**config.mk**
```make
export PLATFORM = sky130hd
export DESIGN_NAME = aux_rd_retry_seq
export DESIGN_NICKNAME = d
export VERILOG_FILES = /design/src/rtl/aux_rd_retry_seq.sv
export SDC_FILE = /design/constraint.sdc
export NUM_CORES = 1
export LEC_CHECK = 0
export BUFFER_PORTS_ARGS = -buffer_cell sky130_fd_sc_hd__buf_2
export CAP_MARGIN = 5
export CORE_MARGIN = 2
export CORE_UTILIZATION = 54
export CTS_BUF_LIST = sky130_fd_sc_hd__clkbuf_4 sky130_fd_sc_hd__clkbuf_8 sky130_fd_sc_hd__clkbuf_16
export DETAILED_ROUTE_END_ITERATION = 6
export GPL_ROUTABILITY_DRIVEN = 1
export PLACE_DENSITY = 0.8
export SLEW_MARGIN = 25
export SYNTH_ARGS = -nofsm -noshare
export SYNTH_HDL_FRONTEND = slang
export SYNTH_SLANG_ARGS = --single-unit
```
**constraint.sdc**
```tcl
create_clock -name clk -period 2.1 [get_ports clk]
set_input_delay 0.315 -clock clk [delete_from_list [all_inputs] [get_ports clk]]
set_output_delay 0.315 -clock clk [all_outputs]
set_load 0.005 [all_outputs]
```
**src/rtl/aux_rd_retry_seq.sv**
```systemverilog
module aux_rd_retry_seq #(
  parameter int ADDR_W      = 20,
  parameter int LEN_W       = 5,
  parameter int DLY_W       = 8,
  parameter int TO_LIMIT    = 2,
  parameter int INV_LIMIT   = 1,
  parameter int DEFER_LIMIT = 6
) (
  input  logic              clk,
  input  logic              rst_n,
  input  logic              start,
  input  logic              is_i2c,
  input  logic              mot,
  input  logic [ADDR_W-1:0] addr_in,
  input  logic [LEN_W-1:0]  len_in,
  input  logic [DLY_W-1:0]  retry_delay,
  output logic              req_valid,
  output logic              req_i2c,
  output logic [1:0]        req_action,
  output logic [ADDR_W-1:0] req_addr,
  output logic [LEN_W-1:0]  req_len,
  input  logic              ch_done,
  input  logic [1:0]        ch_result,
  input  logic [LEN_W-1:0]  ch_count,
  input  logic [2:0]        rep_code,
  output logic              busy,
  output logic              done,
  output logic [2:0]        status,
  output logic              success,
  output logic [LEN_W-1:0]  rd_len
);
  localparam int MAXL = (TO_LIMIT > DEFER_LIMIT) ?
                        ((TO_LIMIT > INV_LIMIT) ? TO_LIMIT : INV_LIMIT) :
                        ((DEFER_LIMIT > INV_LIMIT) ? DEFER_LIMIT : INV_LIMIT);
  localparam int CW = $clog2(MAXL + 2);
  localparam logic [CW-1:0] TO_L  = CW'(TO_LIMIT);
  localparam logic [CW-1:0] INV_L = CW'(INV_LIMIT);
  localparam logic [CW-1:0] DEF_L = CW'(DEFER_LIMIT);

  localparam logic [2:0] ST_OK = 3'd0, ST_NACK = 3'd1, ST_TO = 3'd2,
                         ST_PROT = 3'd3, ST_UNK = 3'd4;

  typedef enum logic [1:0] {S_IDLE, S_ISSUE, S_WAIT, S_DELAY} state_t;
  state_t state;

  logic [CW-1:0]    to_cnt, inv_cnt, nd_cnt, id_cnt;
  logic [DLY_W-1:0] dly_q, dcnt;
  logic             fin;
  logic [2:0]       fin_st;
  logic             got;

  assign busy      = (state != S_IDLE);
  assign req_valid = (state == S_ISSUE);
  assign got       = (state == S_WAIT) && ch_done;

  always_comb begin
    fin    = 1'b0;
    fin_st = ST_UNK;
    case (ch_result)
      2'd0:
        case (rep_code)
          3'd0: begin fin = 1'b1; fin_st = (ch_count > req_len) ? ST_PROT : ST_OK; end
          3'd1: begin fin = 1'b1; fin_st = ST_NACK; end
          3'd2: begin fin = (nd_cnt >= DEF_L); fin_st = ST_TO; end
          3'd3: begin fin = (id_cnt >= DEF_L); fin_st = ST_TO; end
          default: fin = 1'b1;
        endcase
      2'd1: begin fin = (to_cnt >= TO_L);   fin_st = ST_TO;   end
      2'd2: begin fin = (inv_cnt >= INV_L); fin_st = ST_PROT; end
      default: fin = 1'b1;
    endcase
  end

  always_ff @(posedge clk or negedge rst_n) begin
    if (!rst_n) begin
      state      <= S_IDLE;
      req_i2c    <= 1'b0;
      req_action <= 2'd0;
      req_addr   <= '0;
      req_len    <= '0;
      dly_q      <= '0;
      dcnt       <= '0;
      to_cnt     <= '0;
      inv_cnt    <= '0;
      nd_cnt     <= '0;
      id_cnt     <= '0;
      done       <= 1'b0;
      status     <= ST_OK;
      success    <= 1'b0;
      rd_len     <= '0;
    end else begin
      done <= 1'b0;
      case (state)
        S_IDLE:
          if (start) begin
            state      <= S_ISSUE;
            req_i2c    <= is_i2c;
            req_action <= is_i2c ? (mot ? 2'd2 : 2'd1) : 2'd0;
            req_addr   <= is_i2c ? ADDR_W'(addr_in[7:1]) : addr_in;
            req_len    <= len_in;
            dly_q      <= retry_delay;
            to_cnt     <= '0;
            inv_cnt    <= '0;
            nd_cnt     <= '0;
            id_cnt     <= '0;
          end
        S_ISSUE: state <= S_WAIT;
        S_WAIT:
          if (ch_done) begin
            case (ch_result)
              2'd0: begin
                to_cnt  <= '0;
                inv_cnt <= '0;
                if (rep_code == 3'd0) nd_cnt <= '0;
                if (rep_code == 3'd2) nd_cnt <= nd_cnt + CW'(1);
                if (rep_code == 3'd3) begin
                  nd_cnt <= '0;
                  id_cnt <= id_cnt + CW'(1);
                end
              end
              2'd1: to_cnt  <= to_cnt + CW'(1);
              2'd2: inv_cnt <= inv_cnt + CW'(1);
              default: ;
            endcase
            if (fin) begin
              state   <= S_IDLE;
              done    <= 1'b1;
              status  <= fin_st;
              success <= (fin_st == ST_OK);
              rd_len  <= (fin_st == ST_OK) ? ch_count : '0;
            end else if (req_i2c && dly_q != '0) begin
              state <= S_DELAY;
              dcnt  <= dly_q;
            end else begin
              state <= S_ISSUE;
            end
          end
        S_DELAY: begin
          dcnt <= dcnt - DLY_W'(1);
          if (dcnt == DLY_W'(1)) state <= S_ISSUE;
        end
        default: state <= S_IDLE;
      endcase
    end
  end


  done_pulse_chk: assert property (@(posedge clk) disable iff (!rst_n)
    done |=> !done);


  success_status_chk: assert property (@(posedge clk) disable iff (!rst_n)
    done |-> (success == (status == ST_OK)));


  req_pulse_chk: assert property (@(posedge clk) disable iff (!rst_n)
    req_valid |=> !req_valid);


  req_hold_chk: assert property (@(posedge clk) disable iff (!rst_n)
    (busy && $past(busy)) |-> ($stable(req_addr) && $stable(req_action) && $stable(req_len)));


  to_bound_chk: assert property (@(posedge clk) disable iff (!rst_n)
    got |-> (to_cnt <= TO_L));


  inv_bound_chk: assert property (@(posedge clk) disable iff (!rst_n)
    got |-> (inv_cnt <= INV_L));


  nd_bound_chk: assert property (@(posedge clk) disable iff (!rst_n)
    got |-> (nd_cnt <= DEF_L));


  id_bound_chk: assert property (@(posedge clk) disable iff (!rst_n)
    got |-> (id_cnt <= DEF_L));
endmodule

```
==> metrics <==
TritonRoute pass-1 iters=4; yosys warns=0; crit path to=dcnt[0]$_DFFE_PN0P_; WHS=-13.82 ps; CTS Root Cell=clkbuf_8; initial antenna violation count=0; final worst-path cycle share=0.9403; min cycle time layout=1975 ps; Synth Area per Inst=9.889 sq um; Final GP Congestion=0.8399; pwr dens=1219 nW/um^2; area of the multi-input gates=1838 sq um; Detailed Route WL=8018 microns; Placed Area=4348 sq um; gr ovfl total=0; Reg2Reg Depth=7; DRT iter0 DRCs=105; Core Area=6719 sq um; count of pins over their slew limit=0; Filler Cells Inserted=522; Final setup viols=0; chip height=86.76 microns; Vias/cell=5.407; die area=7527 sq um; worst-skew pair later-pin latency=340 ps; Layout Nets=551; sequential share of the synthesized area=0.4601; Yosys reg bits=68; row count=30; setup TNS=0 ps; routed via count=3055; crit path DAT=2200 ps; largest net degree at the start of global routing=69; Inserted Diodes=0; Initial Util=0.5505; Synth cell types=52; Area Overhead vs Synth=24.36%; reg2reg setup slack=130 ps; Hold Crit Class=primary input to async pin; Max-Cap Viols=0; Peak VDD IR=0.0006082 V; HPWL Detailed=5876 microns; post-route cell area=4599 sq um; reg2reg start=inv_cnt[1]$_DFFE_PN0P_; IO Count=89; CP Capture Type=flop; Worst Setup SP=inv_cnt[1]$_DFFE_PN0P_; failing checks=hold timing; reg2reg end=dcnt[0]$_DFFE_PN0P_; Clk pin slew, worst setup/hold paths=70 ps; die outline width=86.76 microns; Max-slew headroom=0.6695; CTS tree=yes; Leak Pwr=2.252 nW; largest fanout on the critical path=5; critical path class=flop to flop; Port Buffers=88; TritonCTS buffer count=9; post-synthesis instance total=374; Fmax=506.4 MHz; Syn Nets=444; ANT nets after route=0; clk sinks=68; post-place setup slack=23.29 ps; FF/Latch Area=1702 sq um; most frequent cells in the layout=buf_2, dfrtp_1, nand2_1, o21ai_0, inv_1; Longest Clk Path Bufs=2; ratio of cells with drive above 1 in the final layout=0.3299; status=complete, but fails checks; Synth Cell Area=3699 sq um; Tightest Pin Transition=491.2 ps; Async SR Flop Fraction=1.000; H-Tree Depth=3; final hold vios=8; overall routing resource usage=0.2212; cts hold-fix bufs=0; EDFF count, synth=0; commonest non-fill, non-tap cell in the layout=buf_2; predominant post-synthesis flop cell=dfrtp_1; DRC errors left=0; Worst EP required=2320 ps; worst setup margin=125.4 ps; WL/cell=14.19 microns; crit start category=flop; vias in the first global route=2920; final worst clock skew=8.783 ps; wire length of the first global-routing pass=13200 microns
==> flip-flops by register name, indices dropped and copies added, names as in the netlist <==
signal,count
req_action,2
id_cnt,3
req_i2c,1
success,1
to_cnt,3
nd_cnt,3
dcnt,8
state,2
req_addr,20
done,1
rd_len,5
dly_q,8
inv_cnt,3
status,3
req_len,5
==> cells in the mapped netlist, drive strengths merged (5+ instances only) <==
master   n  share of area
dfrtp   68           0.46
o21ai   44          0.062
nand2b  18          0.030
ha      21          0.071
inv     26          0.026
nand3    6         0.0081
o31ai    7          0.016
nand2   53          0.054
mux2i    8          0.022
mux2    17          0.052
clkbuf   9         0.0091
a21oi   19          0.030
buf      5         0.0088
nor2    12          0.012
nor2b    5          0.010
==> stage by stage <==
| step | utilization | hold slack (ps) | cells | power, mW |
|---|---|---|---|---|
| CTS | 0.6797 | 4.077 | 563 | 5.609 |
| detailed placement | 0.6471 | 368.6 | 548 | 4.402 |
| global route | 0.6845 | 2.854 | 565 | 6.046 |
| finish | 0.6845 | -13.82 | 565 | 5.608 |
| floorplan | - | 19.41 | 374 | 3.481 |
| global placement | 0.6471 | 360.9 | 548 | 4.280 |
==> critical path: stages (launching register included) <==
cell and delay (ps):
dfrtp_1 360, inv_1 50, ha_1 180, o31ai_2 330, o21ai_1 220, o41ai_4 370, o21ai_1 120, a22o_1 240
==> what timing repair did <==
item	CTS	global route
resized for setup	0	4
endpoints found under the hold margin	0	0
endpoints found under the setup margin	0	12
buffers inserted	0	2
==> kinds of logic (layout without fill, tap and decap cells) <==
| group | count (synthesis) | in the layout | synth area share |
|---|---|---|---|
| mux | 25 | 25 | 0.07341 |
| buf+inv | 41 | 152 | 0.04567 |
| compound gates | 96 | 96 | 0.1796 |
| fa+ha+maj | 21 | 21 | 0.07104 |
| flops | 68 | 68 | 0.4601 |
| simple gates | 122 | 122 | 0.1678 |
| xor+xnor | 1 | 1 | 0.002368 |
==> worst min path at each step <==
stage,start,slack (ps),depth (start not counted),endpoint
floorplan,rst_n,20,0,dcnt[0]$_DFFE_PN0P_
global placement,rst_n,360,2,to_cnt[0]$_DFFE_PN0P_
detailed placement,rst_n,370,2,to_cnt[0]$_DFFE_PN0P_
CTS,rst_n,4,2,to_cnt[0]$_DFFE_PN0P_
global route,rst_n,3,2,inv_cnt[2]$_DFFE_PN0P_
finish,rst_n,-10,2,inv_cnt[2]$_DFFE_PN0P_
==> report_power, final <==
part,internal [mW],switching (mW)
combinational,1.07,1.14
sequential,1.83,0.364
clock,0.708,0.487
total,3.61,2.00
==> layout make-up <==
class	count	area share
tap	80	0.02176
timing repair buffer	110	0.1387
multi-input combinational	265	0.3996
clock inverter	4	0.01605
clock buffer	11	0.03156
inverter	27	0.02231
sequential	68	0.3700
==> layer usage <==
| layer | global-route usage | part of all wire | vias to the layer above |
|---|---|---|---|
| li1 | - | - | 1535 |
| met4 | 0.08523 | 0.014 | 0 |
| met2 | 0.3762 | 0.51 | 77 |
| met5 | 0 | 0 | - |
| met1 | 0.2742 | 0.43 | 1434 |
| met3 | 0.04952 | 0.045 | 9 |
(Power assumes the default switching activity.)
